--- src/rtl/spi_desc_pkg.sv ---
package spi_desc_pkg;

    localparam int DESC_W  = 27;
    localparam int UNIT_W  = 15;
    localparam int NEXT_W  = 4;

    typedef struct packed {
        logic              close_cs;
        logic              last;
        logic [NEXT_W-1:0] next_idx;
        logic [UNIT_W-1:0] units;
        logic [1:0]        usize;
        logic              rx_en;
        logic              tx_en;
        logic [1:0]        lanes;
    } desc_t;

    localparam logic [1:0] LANE_X1 = 2'd0;
    localparam logic [1:0] LANE_X2 = 2'd1;
    localparam logic [1:0] LANE_X4 = 2'd2;
    localparam logic [1:0] CODE_BAD = 2'd3;

    typedef enum logic [2:0] {
        S_IDLE,
        S_LOAD,
        S_BYTE,
        S_LO,
        S_HI,
        S_NEXT
    } eng_st_e;

endpackage

--- src/rtl/spi_byte_fifo.sv ---
module spi_byte_fifo #(
    parameter int DEPTH = 8,
    parameter int W     = 8
) (
    input  logic         clk,
    input  logic         rst_n,
    input  logic         flush,
    input  logic         push,
    input  logic [W-1:0] wdata,
    input  logic         pop,
    output logic [W-1:0] rdata,
    output logic         full,
    output logic         empty
);
    localparam int AW = (DEPTH > 1) ? $clog2(DEPTH) : 1;
    localparam int CW = $clog2(DEPTH + 1);

    typedef struct packed {
        logic [AW-1:0] wp;
        logic [AW-1:0] rp;
        logic [CW-1:0] cnt;
    } ptr_t;

    ptr_t   p_d, p_q;
    logic [W-1:0] mem [DEPTH];
    logic   do_push, do_pop;

    assign full    = (p_q.cnt == CW'(DEPTH));
    assign empty   = (p_q.cnt == '0);
    assign do_push = push && !full && !flush;
    assign do_pop  = pop && !empty && !flush;
    assign rdata   = mem[p_q.rp];

    always_comb begin
        p_d = p_q;
        if (flush) begin
            p_d = '0;
        end else begin
            if (do_push) p_d.wp = (p_q.wp == AW'(DEPTH - 1)) ? '0 : p_q.wp + 1'b1;
            if (do_pop)  p_d.rp = (p_q.rp == AW'(DEPTH - 1)) ? '0 : p_q.rp + 1'b1;
            case ({do_push, do_pop})
                2'b10:   p_d.cnt = p_q.cnt + 1'b1;
                2'b01:   p_d.cnt = p_q.cnt - 1'b1;
                default: p_d.cnt = p_q.cnt;
            endcase
        end
    end

    always_ff @(posedge clk or negedge rst_n) begin
        if (!rst_n) p_q <= '0;
        else        p_q <= p_d;
    end

    always_ff @(posedge clk) begin
        if (do_push) mem[p_q.wp] <= wdata;
    end

endmodule

--- src/rtl/spi_desc_table.sv ---
module spi_desc_table
    import spi_desc_pkg::*;
#(
    parameter int NDESC = 16,
    parameter int IDXW  = $clog2(NDESC)
) (
    input  logic            clk,
    input  logic            rst_n,
    input  logic            we,
    input  logic [IDXW-1:0] widx,
    input  desc_t           wdata,
    input  logic [IDXW-1:0] ridx,
    output desc_t           rdata
);
    desc_t tbl [NDESC];

    for (genvar g = 0; g < NDESC; g++) begin : g_entry
        always_ff @(posedge clk or negedge rst_n) begin
            if (!rst_n)                          tbl[g] <= '0;
            else if (we && widx == IDXW'(g))     tbl[g] <= wdata;
        end
    end

    assign rdata = tbl[ridx];

endmodule

--- src/rtl/spi_desc_engine.sv ---
module spi_desc_engine
    import spi_desc_pkg::*;
#(
    parameter int DIVW = 8
) (
    input  logic              clk,
    input  logic              rst_n,
    input  logic              start,
    input  logic              stop,
    input  logic [1:0]        clr_sts,
    input  logic [DIVW-1:0]   clk_div,
    output logic [NEXT_W-1:0] desc_ridx,
    input  desc_t             desc_rd,
    input  logic              tx_empty,
    output logic              tx_pop,
    input  logic [7:0]        tx_byte,
    input  logic              rx_full,
    output logic              rx_push,
    output logic [7:0]        rx_byte,
    output logic              sclk,
    output logic              cs_n,
    output logic [3:0]        io_out,
    output logic [3:0]        io_oe,
    input  logic [3:0]        io_in,
    output logic              busy,
    output logic              done,
    output logic              perr
);
    localparam int BYTEW = UNIT_W + 4;

    typedef struct packed {
        eng_st_e           st;
        logic [NEXT_W-1:0] idx;
        desc_t             cur;
        logic [BYTEW-1:0]  bytes;
        logic [3:0]        clks;
        logic [DIVW-1:0]   div;
        logic [7:0]        txsh;
        logic [7:0]        rxsh;
        logic              cs_n;
        logic              done;
        logic              perr;
    } eng_t;

    localparam eng_t RST = '{st: S_IDLE, idx: '0, cur: '0, bytes: '0, clks: '0,
                             div: '0, txsh: '0, rxsh: '0, cs_n: 1'b1,
                             done: 1'b0, perr: 1'b0};

    eng_t q, n;
    logic [7:0]       sampled;
    logic [BYTEW-1:0] load_bytes;
    logic             stall;

    assign load_bytes = BYTEW'(desc_rd.units) << {desc_rd.usize, 1'b0};
    assign stall      = (q.cur.tx_en && tx_empty) || (q.cur.rx_en && rx_full);

    always_comb begin
        case (q.cur.lanes)
            LANE_X2: sampled = {q.rxsh[5:0], io_in[1:0]};
            LANE_X4: sampled = {q.rxsh[3:0], io_in[3:0]};
            default: sampled = {q.rxsh[6:0], io_in[1]};
        endcase
    end

    always_comb begin
        n       = q;
        tx_pop  = 1'b0;
        rx_push = 1'b0;
        if (clr_sts[0]) n.done = 1'b0;
        if (clr_sts[1]) n.perr = 1'b0;
        case (q.st)
            S_IDLE: begin
                if (start) begin
                    n.st   = S_LOAD;
                    n.idx  = '0;
                    n.cs_n = 1'b0;
                end
            end
            S_LOAD: begin
                n.cur = desc_rd;
                if (desc_rd.lanes == CODE_BAD || desc_rd.usize == CODE_BAD) begin
                    n.perr = 1'b1;
                    n.cs_n = 1'b1;
                    n.st   = S_IDLE;
                end else begin
                    n.bytes = load_bytes;
                    n.st    = (load_bytes == '0) ? S_NEXT : S_BYTE;
                end
            end
            S_BYTE: begin
                if (!stall) begin
                    tx_pop = q.cur.tx_en;
                    n.txsh = q.cur.tx_en ? tx_byte : 8'h00;
                    n.clks = 4'd8 >> q.cur.lanes;
                    n.div  = '0;
                    n.st   = S_LO;
                end
            end
            S_LO: begin
                if (q.div == clk_div) begin
                    n.div  = '0;
                    n.rxsh = sampled;
                    n.st   = S_HI;
                end else begin
                    n.div = q.div + 1'b1;
                end
            end
            S_HI: begin
                if (q.div == clk_div) begin
                    n.div = '0;
                    case (q.cur.lanes)
                        LANE_X2: n.txsh = {q.txsh[5:0], 2'b00};
                        LANE_X4: n.txsh = {q.txsh[3:0], 4'b0000};
                        default: n.txsh = {q.txsh[6:0], 1'b0};
                    endcase
                    n.clks = q.clks - 1'b1;
                    if (q.clks == 4'd1) begin
                        rx_push = q.cur.rx_en;
                        n.bytes = q.bytes - 1'b1;
                        n.st    = (q.bytes == BYTEW'(1)) ? S_NEXT : S_BYTE;
                    end else begin
                        n.st = S_LO;
                    end
                end else begin
                    n.div = q.div + 1'b1;
                end
            end
            S_NEXT: begin
                if (q.cur.last) begin
                    n.done = 1'b1;
                    if (q.cur.close_cs) n.cs_n = 1'b1;
                    n.st = S_IDLE;
                end else begin
                    n.idx = q.cur.next_idx;
                    n.st  = S_LOAD;
                end
            end
            default: n.st = S_IDLE;
        endcase
        if (stop) begin
            n.st    = S_IDLE;
            n.cs_n  = 1'b1;
            tx_pop  = 1'b0;
            rx_push = 1'b0;
        end
    end

    always_ff @(posedge clk or negedge rst_n) begin
        if (!rst_n) q <= RST;
        else        q <= n;
    end

    always_comb begin
        io_out = 4'b0000;
        io_oe  = 4'b0000;
        case (q.cur.lanes)
            LANE_X2: begin io_out = {2'b00, q.txsh[7:6]}; io_oe = 4'b0011; end
            LANE_X4: begin io_out = q.txsh[7:4];          io_oe = 4'b1111; end
            default: begin io_out = {3'b000, q.txsh[7]};  io_oe = 4'b0001; end
        endcase
        if (!((q.st == S_LO || q.st == S_HI) && q.cur.tx_en)) io_oe = 4'b0000;
    end

    assign desc_ridx = q.idx;
    assign rx_byte   = q.rxsh;
    assign sclk      = (q.st == S_HI);
    assign cs_n      = q.cs_n;
    assign busy      = (q.st != S_IDLE);
    assign done      = q.done;
    assign perr      = q.perr;

endmodule

--- src/rtl/spi_desc_master.sv ---
module spi_desc_master
    import spi_desc_pkg::*;
#(
    parameter int FIFO_DEPTH = 8,
    parameter int DIVW       = 8
) (
    input  logic              clk,
    input  logic              rst_n,
    input  logic              desc_we,
    input  logic [NEXT_W-1:0] desc_idx,
    input  logic [DESC_W-1:0] desc_wdata,
    input  logic [DIVW-1:0]   clk_div,
    input  logic [1:0]        irq_en,
    input  logic              cmd_start,
    input  logic              cmd_stop,
    input  logic              cmd_fifo_clr,
    input  logic [1:0]        sts_clr,
    input  logic              tx_wr,
    input  logic [7:0]        tx_wdata,
    output logic              tx_full,
    output logic              tx_empty,
    output logic              tx_dreq,
    input  logic              rx_rd,
    output logic [7:0]        rx_rdata,
    output logic              rx_empty,
    output logic              rx_dreq,
    output logic              busy,
    output logic              sts_done,
    output logic              sts_perr,
    output logic              irq,
    output logic              spi_sclk,
    output logic              spi_cs_n,
    output logic [3:0]        spi_io_out,
    output logic [3:0]        spi_io_oe,
    input  logic [3:0]        spi_io_in
);
    localparam int NDESC = 1 << NEXT_W;

    logic [NEXT_W-1:0] ridx;
    desc_t             rdesc;
    logic              tx_pop, rx_push, rx_full;
    logic [7:0]        tx_head, rx_byte;

    spi_desc_table #(.NDESC(NDESC), .IDXW(NEXT_W)) u_table (
        .clk   (clk),
        .rst_n (rst_n),
        .we    (desc_we),
        .widx  (desc_idx),
        .wdata (desc_t'(desc_wdata)),
        .ridx  (ridx),
        .rdata (rdesc)
    );

    spi_byte_fifo #(.DEPTH(FIFO_DEPTH), .W(8)) u_txq (
        .clk   (clk),
        .rst_n (rst_n),
        .flush (cmd_fifo_clr),
        .push  (tx_wr),
        .wdata (tx_wdata),
        .pop   (tx_pop),
        .rdata (tx_head),
        .full  (tx_full),
        .empty (tx_empty)
    );

    spi_byte_fifo #(.DEPTH(FIFO_DEPTH), .W(8)) u_rxq (
        .clk   (clk),
        .rst_n (rst_n),
        .flush (cmd_fifo_clr),
        .push  (rx_push),
        .wdata (rx_byte),
        .pop   (rx_rd),
        .rdata (rx_rdata),
        .full  (rx_full),
        .empty (rx_empty)
    );

    spi_desc_engine #(.DIVW(DIVW)) u_eng (
        .clk       (clk),
        .rst_n     (rst_n),
        .start     (cmd_start),
        .stop      (cmd_stop),
        .clr_sts   (sts_clr),
        .clk_div   (clk_div),
        .desc_ridx (ridx),
        .desc_rd   (rdesc),
        .tx_empty  (tx_empty),
        .tx_pop    (tx_pop),
        .tx_byte   (tx_head),
        .rx_full   (rx_full),
        .rx_push   (rx_push),
        .rx_byte   (rx_byte),
        .sclk      (spi_sclk),
        .cs_n      (spi_cs_n),
        .io_out    (spi_io_out),
        .io_oe     (spi_io_oe),
        .io_in     (spi_io_in),
        .busy      (busy),
        .done      (sts_done),
        .perr      (sts_perr)
    );

    assign tx_dreq = !tx_full;
    assign rx_dreq = !rx_empty;
    assign irq     = (sts_done && irq_en[0]) || (sts_perr && irq_en[1]);

endmodule

--- config.mk ---
export PLATFORM = sky130hd
export DESIGN_NAME = spi_desc_master
export DESIGN_NICKNAME = d
export VERILOG_FILES = /design/src/rtl/spi_desc_pkg.sv /design/src/rtl/spi_byte_fifo.sv /design/src/rtl/spi_desc_table.sv /design/src/rtl/spi_desc_engine.sv /design/src/rtl/spi_desc_master.sv
export SDC_FILE = /design/constraint.sdc
export NUM_CORES = 1
export LEC_CHECK = 0
export ABC_AREA = 1
export BUFFER_PORTS_ARGS = -buffer_cell sky130_fd_sc_hd__buf_4
export CAP_MARGIN = 20
export CORE_UTILIZATION = 30
export DETAILED_ROUTE_END_ITERATION = 6
export SETUP_SLACK_MARGIN = 0.4
export SYNTH_ARGS = -nofsm -noshare
export SYNTH_HDL_FRONTEND = slang
export SYNTH_SLANG_ARGS = --single-unit
export TNS_END_PERCENT = 1
--- constraint.sdc ---
create_clock -name clk -period 2.5 [get_ports clk]
set_clock_uncertainty 0.05 [all_clocks]
set_input_delay 0.5 -clock clk [delete_from_list [all_inputs] [get_ports clk]]
set_output_delay 0.5 -clock clk [all_outputs]
set_load 0.02 [all_outputs]
==> results of run 1 <==
[worst max-delay path, cell delays in order (launching register included)]
cell,delay [ps]
sky130_fd_sc_hd__dfrtp_4,500
sky130_fd_sc_hd__buf_12,170
sky130_fd_sc_hd__buf_6,120
sky130_fd_sc_hd__buf_6,120
sky130_fd_sc_hd__nand2_1,50
sky130_fd_sc_hd__nand2_1,60
sky130_fd_sc_hd__nand2_2,60
sky130_fd_sc_hd__nand3_2,90
sky130_fd_sc_hd__nand3_4,110
sky130_fd_sc_hd__nand2_8,110
sky130_fd_sc_hd__buf_12,150
sky130_fd_sc_hd__nand2_1,80
sky130_fd_sc_hd__nand3_1,90
sky130_fd_sc_hd__nand2_2,100
sky130_fd_sc_hd__nand2_1,60
sky130_fd_sc_hd__inv_1,70
sky130_fd_sc_hd__nand2_1,90
sky130_fd_sc_hd__nor2_4,160
sky130_fd_sc_hd__nand3_2,120
sky130_fd_sc_hd__nand2_1,70
sky130_fd_sc_hd__nand2_1,50
sky130_fd_sc_hd__nand2_1,70
[worst max-delay path by stage]
stage / end / start / depth (start not counted)
6_report: u_eng.q[83] / u_eng.desc_ridx[0] / 21
5_1_grt: u_eng.q[82] / u_eng.desc_ridx[0] / 22
4_1_cts: rx_rdata[3] / u_rxq.p_q[4] / 7
3_5_place_dp: u_eng.q[83] / u_eng.desc_ridx[0] / 18
3_3_place_gp: u_eng.q[83] / u_eng.desc_ridx[0] / 17
2_1_floorplan: u_txq.p_q[3] / u_txq.p_q[0] / 14
[through the flow]
step | total power (W) | hold slack [ps] | util | setup slack [ps] | std cells
6_report | 0.0325 | 41.4 | 0.377 | -138 | 5048
5_1_grt | 0.0343 | 39.8 | 0.377 | -278 | 5048
4_1_cts | 0.0324 | 22.7 | 0.371 | -81.3 | 5037
3_5_place_dp | 0.0209 | 351 | 0.335 | -235 | 4873
3_3_place_gp | 0.0207 | 356 | 0.335 | -225 | 4873
2_1_floorplan | 0.0182 | 154 | - | 110 | 3524
[layer usage]
layer  up-vias  wire, um
met5         -        33
li1      12100         -
met2       688     43100
met4         6      2190
met1     12400     40200
met3       147      5020
[Yosys cell counts (4+ instances only)]
master                        n
sky130_fd_sc_hd__buf_1        9
sky130_fd_sc_hd__nor2_1     347
sky130_fd_sc_hd__xnor2_1      4
sky130_fd_sc_hd__or2_2       10
sky130_fd_sc_hd__a21oi_1     47
sky130_fd_sc_hd__o21ai_0    640
sky130_fd_sc_hd__buf_4        9
sky130_fd_sc_hd__nand2_1    849
sky130_fd_sc_hd__buf_6       24
sky130_fd_sc_hd__xor2_1      22
sky130_fd_sc_hd__o22ai_1     29
sky130_fd_sc_hd__nor3_1      22
sky130_fd_sc_hd__inv_2        5
sky130_fd_sc_hd__ha_1        22
sky130_fd_sc_hd__o21ai_1     42
sky130_fd_sc_hd__nand4_1      9
sky130_fd_sc_hd__edfxtp_1   128
sky130_fd_sc_hd__clkbuf_1   166
sky130_fd_sc_hd__inv_1      216
sky130_fd_sc_hd__nand3_1    207
sky130_fd_sc_hd__a2bb2oi_1    5
sky130_fd_sc_hd__o221ai_1    50
sky130_fd_sc_hd__o211ai_1    39
sky130_fd_sc_hd__buf_2       30
sky130_fd_sc_hd__nand2_2      4
sky130_fd_sc_hd__or2_1        9
sky130_fd_sc_hd__dfrtp_1    518
sky130_fd_sc_hd__a31oi_1     24
[registers in the layout, summed over array words and instances, names as in the netlist, 4 cells and up]
name / cells
u_rxq.mem: 64
u_eng.q: 52
u_txq.mem: 64
u_eng.desc_ridx: 4
u_txq.p_q: 10
u_rxq.p_q: 10
u_table.tbl: 432
u_eng.rx_byte: 8
[layout by cell type, fill, tap and decap left out, types with 13 or more instances in the layout]
master                      count
sky130_fd_sc_hd__ha_1          18
sky130_fd_sc_hd__buf_6         42
sky130_fd_sc_hd__inv_1        191
sky130_fd_sc_hd__nand2_4       13
sky130_fd_sc_hd__clkinv_2      13
sky130_fd_sc_hd__nand2_1      783
sky130_fd_sc_hd__o21ai_0      612
sky130_fd_sc_hd__o21ai_1       56
sky130_fd_sc_hd__buf_4        240
sky130_fd_sc_hd__o211ai_1      39
sky130_fd_sc_hd__nand3_1      156
sky130_fd_sc_hd__nor2_1       321
sky130_fd_sc_hd__xor2_1        22
sky130_fd_sc_hd__nand3_2       49
sky130_fd_sc_hd__o22ai_1       27
sky130_fd_sc_hd__a21oi_1       42
sky130_fd_sc_hd__nor2_2        18
sky130_fd_sc_hd__nand2_2       56
sky130_fd_sc_hd__a31oi_1       24
sky130_fd_sc_hd__clkbuf_1      14
sky130_fd_sc_hd__clkbuf_16     73
sky130_fd_sc_hd__dfrtp_1      512
sky130_fd_sc_hd__inv_2         24
sky130_fd_sc_hd__clkbuf_8      13
sky130_fd_sc_hd__o221ai_1      49
sky130_fd_sc_hd__buf_12        37
sky130_fd_sc_hd__edfxtp_1     128
[logic make-up (layout without fill, tap and decap cells)]
| kind of cell | after synthesis | count (layout) |
|---|---|---|
| and+or+nand+nor | 1469 | 1469 |
| AOI/OAI and AO/OA | 891 | 891 |
| DFF | 647 | 647 |
| buffers and inverters | 464 | 690 |
| xor gates and xnor gates | 26 | 26 |
| adders and majority gates | 24 | 24 |
| muxes | 3 | 3 |
[repair_timing]
item | in CTS | in global routing
buffers inserted | 28 | 7
resized for setup | 203 | 131
hold endpoints to repair | 23 | 0
hold buffers | 2 | 0
endpoints found under the setup margin | 126 | 191
pin swaps | 84 | 73
gates cloned | 10 | 4
[cell type report]
| class | count | share of cell area |
|---|---|---|
| timing repair buffer | 340 | 0.0936 |
| clock buffer | 96 | 0.0520 |
| timing repair inverter | 1 | 0.000133 |
| inverter | 225 | 0.0240 |
| sequential | 647 | 0.447 |
| tap | 1298 | 0.0431 |
| clock inverter | 28 | 0.0108 |
| multi-input combinational | 2413 | 0.329 |
[report_power, final]
group / internal, W / switching (W)
sequential: 0.0127 / 0.00118
clock: 0.00643 / 0.00435
combinational: 0.00334 / 0.00451
==> results by group, run 1 <==
Synthesis
  • Synthesis-stage register bit count: 647
  • Xor and xnor fraction of the mapped netlist area: 0.00753
  • Gate Count Post-Synth: 3,524
  • Simple logic cell fraction of the synthesized area: 0.197
  • Share of synthesized area occupied by flip-flops and latches: 0.556
  • Post-synthesis cell type count: 52
  • Post-Syn Area per Cell: ~8.6 um^2
  • Area of the mapped netlist: 30,200 um^2
  • Cell taking the most area after synthesis: sky130_fd_sc_hd__dfrtp_1
  • Share of cell area taken by muxes after synthesis: 0.00108
  • Compound-Gate Fraction of Synth Area: 0.162
  • Cell types with the largest area share after synthesis: sky130_fd_sc_hd__dfrtp_1, sky130_fd_sc_hd__edfxtp_1, sky130_fd_sc_hd__o21ai_0
  • Net count of the mapped netlist: 3,611
  • Area share of fa/ha/maj cells after synthesis: 0.0104
  • Largest family of logic cells by synthesized area: simple AND/OR/NAND/NOR gates
  • Post-synth ARST share: 0.802
  • Dominant register cell in the synthesized netlist: sky130_fd_sc_hd__dfrtp_1
  • Total number of yosys warnings: 0
  • EDFF count, synth: 128
  • Post-synth top area share: 0.429

Power and ir drop
  • Power per cell area: 862 nW/um^2
  • Static Leakage: 16.5 nW
  • VDD IR-drop max: ~0.00052 V

Setup path
  • Data required time at the worst endpoint: about 3000 ps
  • Largest driver fanout on the critical path: 6
  • Worst-case register-to-register setup slack: -140 ps
  • WS Path Type: flop to flop
  • Arrival time at the worst endpoint: 3140 ps
  • Path depth of the worst reg2reg path: 21
  • Startpoint of the worst register-to-register path: u_eng.desc_ridx[0]
  • Critical path launch point type: flop
  • Worst Setup End Kind: flop
  • Critical R2R Capture: u_eng.q[83]

Die
  • Effective utilization at floorplan: 0.302
  • Floorplan core area: 100,000 um^2
  • X dimension of the die: 320 um
  • Die area: a little over 100,000 um^2
  • Std cell rows: between 100 and 150
  • Floorplan die height: 320 um
  • Boundary Pins: 90

Layout
  • # diodes: 0
  • Fraction of final layout cells sized beyond drive strength 1: 0.187
  • Post-route cell area: about 38,000 um^2
  • NumNets Final: 3,783
  • Layout overhead on the synthesized area: 24.6%
  • Number of fill cells: 9,927
  • Area occupied by registers: 16,800 um^2
  • Total area of multi-input combinational cells: 12,400 um^2

Placement
  • Standard cell area after detailed placement: 33,500 um^2
  • Count of buffers from port buffering: 89
  • Weighted congestion at the end of routability-driven global placement: a little under 0.9
  • HPWL after detailed placement: between 50 and 60 mm

Clocking
  • Cts bufs inserted: between 60 and 70
  • Clock tree from TritonCTS: yes
  • Clock tree sinks: 647
  • Maximum root-to-sink buffer count: 3
  • H-tree levels: 3
  • Source-to-sink clock delay at the later pin of the worst-skew pair: between 600 and 700 ps
  • CTS clock-pin slew for the worst setup and hold paths: about 60 ps
  • CTS root buffer: sky130_fd_sc_hd__clkbuf_16

Global route
  • Via count of the first global-routing pass: 24,900
  • Routing usage on met2: 0.289
  • Pin count of the biggest net entering global routing: 84
  • Met1 usage: 0.234
  • Most Used Layer, Global Route: met2
  • Initial antenna violation count: 3
  • Met3 capacity usage during global routing: 0.0256
  • First-pass GRT wire length: 142 mm
  • Residual overflow from global routing: 0
  • Total track usage: 0.175

Route
  • First-pass iteration count of the detailed router: 5
  • Initial drt markers: 2,164
  • Drt via density: 5.03
  • Detail Route Antenna Nets: 0
  • Detail-routed net length per standard cell: 17.9 um
  • Wire length reported by the detailed router: between 90 and 100 mm
  • Final routed DRC violation total: 0
  • Total number of vias: 25,400

Worst hold path
  • Tightest Hold Check Type: primary input to flop
  • Hold Crit Depth: 2
  • Hold Path Origin: sts_clr[0]
  • Sink of the worst hold path: u_eng.done

Timing
  • Setup repair after global routing missed its margin: true
  • Max-slew headroom at the worst pin: 0.489
  • Count of endpoints failing hold in the final timing report: 0
  • Worst-case setup margin in the final layout: -138 ps
  • Min Tclk post-route: 2640 ps
  • Fin crit share: 1.06
  • Count of pins over their slew limit: 0
  • Final setup viols: 16
  • Worst Max-Slew Pin Slew: between 700 and 800 ps
  • Peak clock frequency supported by timing: 379 MHz
  • Setup TNS: -770 ps

Run status
  • Failing checks: negative setup slack
  • Outcome: finished with violations

Job
  • Maximum capacitance violations: 0
(Power assumes the default switching activity.)
==> inputs of run 2 (changes only) <==
--- a/config.mk
+++ b/config.mk
@@ -8,7 +8,7 @@
 export ABC_AREA = 1
 export BUFFER_PORTS_ARGS = -buffer_cell sky130_fd_sc_hd__buf_4
 export CAP_MARGIN = 20
-export CORE_UTILIZATION = 30
+export CORE_UTILIZATION = 40
 export DETAILED_ROUTE_END_ITERATION = 6
 export SETUP_SLACK_MARGIN = 0.4
 export SYNTH_ARGS = -nofsm -noshare
==> run 2 against run 1 <==
  * Setup slack improved by 6.0 ps
  * The run ends with design-rule violations, negative setup slack left
  * Maximum frequency rose by 0.23%
  * Via count fell by 2.5%
  * Highest routed layer unchanged
  * Final cell count fell by 6.8%
  * Wire length fell by 5.4%
  * Non-clock buffer count fell by 16
  * Critical path depth fell by 1
  * Clock power barely moved
  * Count of clock-buffer cells in the layout rose by 17
  * Hold slack improved by 20 ps
  * Die area fell by 25%
  * Critical path type unchanged
  * Core utilization rose by 11 points
==> results by group, run 2 (synthesis gave the netlist of run 1 again) <==
Placement
  • Number of instances in the placed design: 4,548 (-6.7%)
  • Weighted congestion at the end of routability-driven global placement: 0.859 (-1.8%)
  • Count of buffers from port buffering: 89 (unchanged)
  • HPWL after detailed placement: 53.1 mm (-0.47%)

Die
  • Std cell rows: 100 (-14%)
  • Boundary Pins: 90 (unchanged)
  • Floorplan die height: 277 um (-13%)
  • Effective utilization at floorplan: 0.406 (+0.103)
  • Floorplan core area: 74,600 um^2 (-25%)
  • X dimension of the die: 277 um (-13%)
  • Die area: 76,700 um^2 (-25%)

Layout
  • Final Non-Filler Cells: 4,706 (-6.8%)
  • Fraction of final layout cells sized beyond drive strength 1: 0.153 (-0.0339)
  • NumNets Final: 3,770 (-0.34%)
  • # diodes: 0 (unchanged)
  • Fraction of the core area covered by cells at the end of the flow: 0.489 (+0.113)
  • Layout overhead on the synthesized area: 20.6%
  • Largest register FFs: 432 (unchanged)
  • Regs by FF count: u_table.tbl x432, u_rxq.mem x64, u_txq.mem x64
  • Most common library cell in the layout ignoring fill and taps: sky130_fd_sc_hd__nand2_1
  • Highest-count cells in the layout ignoring fill and taps: sky130_fd_sc_hd__nand2_1, sky130_fd_sc_hd__o21ai_0, sky130_fd_sc_hd__dfrtp_1
  • Reg with most FFs: u_table.tbl

Route
  • Initial drt markers: 2,187 (+1.1%)
  • Final routed DRC violation total: 1 (+1)
  • Total number of vias: 24,800 (-2.5%)
  • Drt via density: 5.26 (+4.6%)
  • Wire length reported by the detailed router: 85.6 mm (-5.4%)
  • First-pass iteration count of the detailed router: 7 (+2)
  • Detail-routed net length per standard cell: 18.2 um (+1.5%)
  • Detail Route Antenna Nets: 0 (unchanged)

Global route
  • Total track usage: 0.225 (+0.0496)
  • Pin count of the biggest net entering global routing: 101 (+20%)
  • Initial antenna violation count: 2 (-1)
  • Via count of the first global-routing pass: 23,700 (-4.8%)
  • Residual overflow from global routing: 0 (unchanged)
  • First-pass GRT wire length: 136 mm (-4.1%)

Timing
  • Final setup viols: 12 (-4)
  • Count of endpoints failing hold in the final timing report: 0 (unchanged)
  • Count of pins over their slew limit: 0 (unchanged)
  • Min Tclk post-route: 2630 ps (-6.03 ps)
  • Worst-case setup margin in the final layout: -132 ps (+6.03 ps)
  • Setup repair after global routing missed its margin: true
  • Fin crit share: 1.05 (-0.00241)
  • Peak clock frequency supported by timing: 380 MHz (+0.23%)
  • Worst Max-Slew Pin Slew: 794 ps (+27.4 ps)
  • Max-slew headroom at the worst pin: 0.469 (-0.0202)

Power and ir drop
  • Static Leakage: 16.2 nW (-1.7%)
  • VDD IR-drop max: 0.000477 V (-9.2%)
  • Power per cell area: 877 nW/um^2 (+1.7%)

Setup path
  • Largest driver fanout on the critical path: 6 (unchanged)
  • Worst Setup End Kind: flop
  • Kind of cell adding the most delay to the critical path: simple AND/OR/NAND/NOR gates
  • List of cells traversed by the critical path: buf_8 -> buf_4 -> o211ai_1 -> nand3_1 -> nand3_2 -> nand2_4 -> clkinvlp_4 -> buf_6 -> buf_6 -> nand3_4 -> nand2_2 -> nand2_1 -> inv_1 -> nand2_2 -> nor2_4 -> nand2_1 -> nand2_1 -> nand2_1 -> nand2_1 -> nand2_1
  • Arrival time at the worst endpoint: 3080 ps (-60 ps)
  • Cell occurring most often along the worst timing path: sky130_fd_sc_hd__nand2_1
  • Critical path launch point type: flop
  • Standard cell with the maximum stage delay on the critical path: sky130_fd_sc_hd__dfrtp_4
  • Data required time at the worst endpoint: 2950 ps (-50 ps)
  • WS Path Type: flop to flop
  • Crit path buf inv count: 6 (+1)
  • Largest incremental delay on the critical path: 570 ps (+70 ps)

Job
  • Maximum capacitance violations: 0 (unchanged)

Clocking
  • Clock tree sinks: 647 (unchanged)
  • CTS clock-pin slew for the worst setup and hold paths: 60 ps (about the same)
  • Source-to-sink clock delay at the later pin of the worst-skew pair: 620 ps (about the same)
  • CTS root buffer: sky130_fd_sc_hd__clkbuf_16
  • Clock tree from TritonCTS: yes
  • Cts bufs inserted: 71 (+4.4%)
  • H-tree levels: 3 (unchanged)
  • Maximum root-to-sink buffer count: 3 (unchanged)

Worst hold path
  • Tightest Hold Check Type: primary input to flop

Run status
  • Failing checks: design-rule violations, negative setup slack
  • Outcome: finished with violations
==> run 2: cell count changes in the layout (fill, tap and decap cells not counted), sizes merged <==
cell / delta
clkinv: -8
inv: -1
buf: -14
clkinvlp: +1
dlygate4sd3: +1
bufinv: -6
bufbuf: -1
clkbuf: +15
==> run 2: timing repair <==
action	in CTS	in global routing
pin swaps	43	20
buffers inserted	21	2
endpoints found under the setup margin	191	193
endpoints found under the hold margin	85	0
gates resized for setup	130	42
hold buffers	3	0
cloned	3	2
==> run 2: routing by layer <==
metal | vias up | track usage | routed length, um
li1 | 12100 | - | -
met3 | 119 | 0.0328 | 4550
met4 | 4 | 0.0634 | 1770
met2 | 669 | 0.368 | 40500
met5 | - | 0 | 21
met1 | 11900 | 0.311 | 38800
==> run 2: layout make-up <==
class	count	area (um^2)
Clock inverter	14	165
Multi-Input combinational cell	2413	11900
Sequential cell	647	16800
Clock buffer	113	2190
Inverter	225	880
Fill cell	7044	38100
Tap cell	969	1210
Timing Repair Buffer	324	3270
Timing Repair inverter	1	7.51
==> run 2: worst register-to-register path: stages (launching register included) <==
cell                         delay, ps
sky130_fd_sc_hd__dfrtp_4           570
sky130_fd_sc_hd__buf_8             170
sky130_fd_sc_hd__buf_4             150
sky130_fd_sc_hd__o211ai_1          200
sky130_fd_sc_hd__nand3_1           120
sky130_fd_sc_hd__nand3_2           100
sky130_fd_sc_hd__nand2_4            70
sky130_fd_sc_hd__clkinvlp_4        110
sky130_fd_sc_hd__buf_6             130
sky130_fd_sc_hd__buf_6             110
sky130_fd_sc_hd__nand3_4            70
sky130_fd_sc_hd__nand2_2            70
sky130_fd_sc_hd__nand2_1            40
sky130_fd_sc_hd__inv_1              60
sky130_fd_sc_hd__nand2_2            60
sky130_fd_sc_hd__nor2_4            150
sky130_fd_sc_hd__nand2_1            70
sky130_fd_sc_hd__nand2_1            60
sky130_fd_sc_hd__nand2_1            50
sky130_fd_sc_hd__nand2_1            50
sky130_fd_sc_hd__nand2_1            40
==> run 2: report_power, final <==
part	internal (W)	switching, W	leakage [nW]
sequential	0.0127	0.00115	7.59
combinational	0.00326	0.00432	7.46
clock	0.00631	0.00426	1.15
==> run 2: final timing paths <==
kind                                          from               end  slack (ps)  depth (start not counted)
worst max-delay path            u_eng.desc_ridx[0]       u_eng.q[82]        -130                         20
worst min-delay path                desc_wdata[23]  u_table.tbl[266]          60                          3
worst max register to register  u_eng.desc_ridx[0]       u_eng.q[82]        -130                         20
worst min register to register     u_table.tbl[89]   u_table.tbl[89]         430                          2
max in group asynchronous                    rst_n        u_eng.cs_n        1230                          4
min in group asynchronous                    rst_n  u_table.tbl[388]         260                          2
==> run 2: stage by stage <==
step / power (W) / hold slack (ps) / TNS (ps) / instance area [um^2] / worst slack [ps]
after floorplan: 0.0182 / 154 / 0 / 30400 / 110
after global placement: 0.0207 / 302 / -7380 / 33300 / -274
after detailed placement: 0.0209 / 301 / -7910 / 33300 / -263
after CTS: 0.0321 / 24.3 / -987 / 36300 / -99.2
after global routing: 0.0339 / 72.6 / -12140 / 36500 / -344
final: 0.0320 / 61.1 / -943 / 36500 / -132
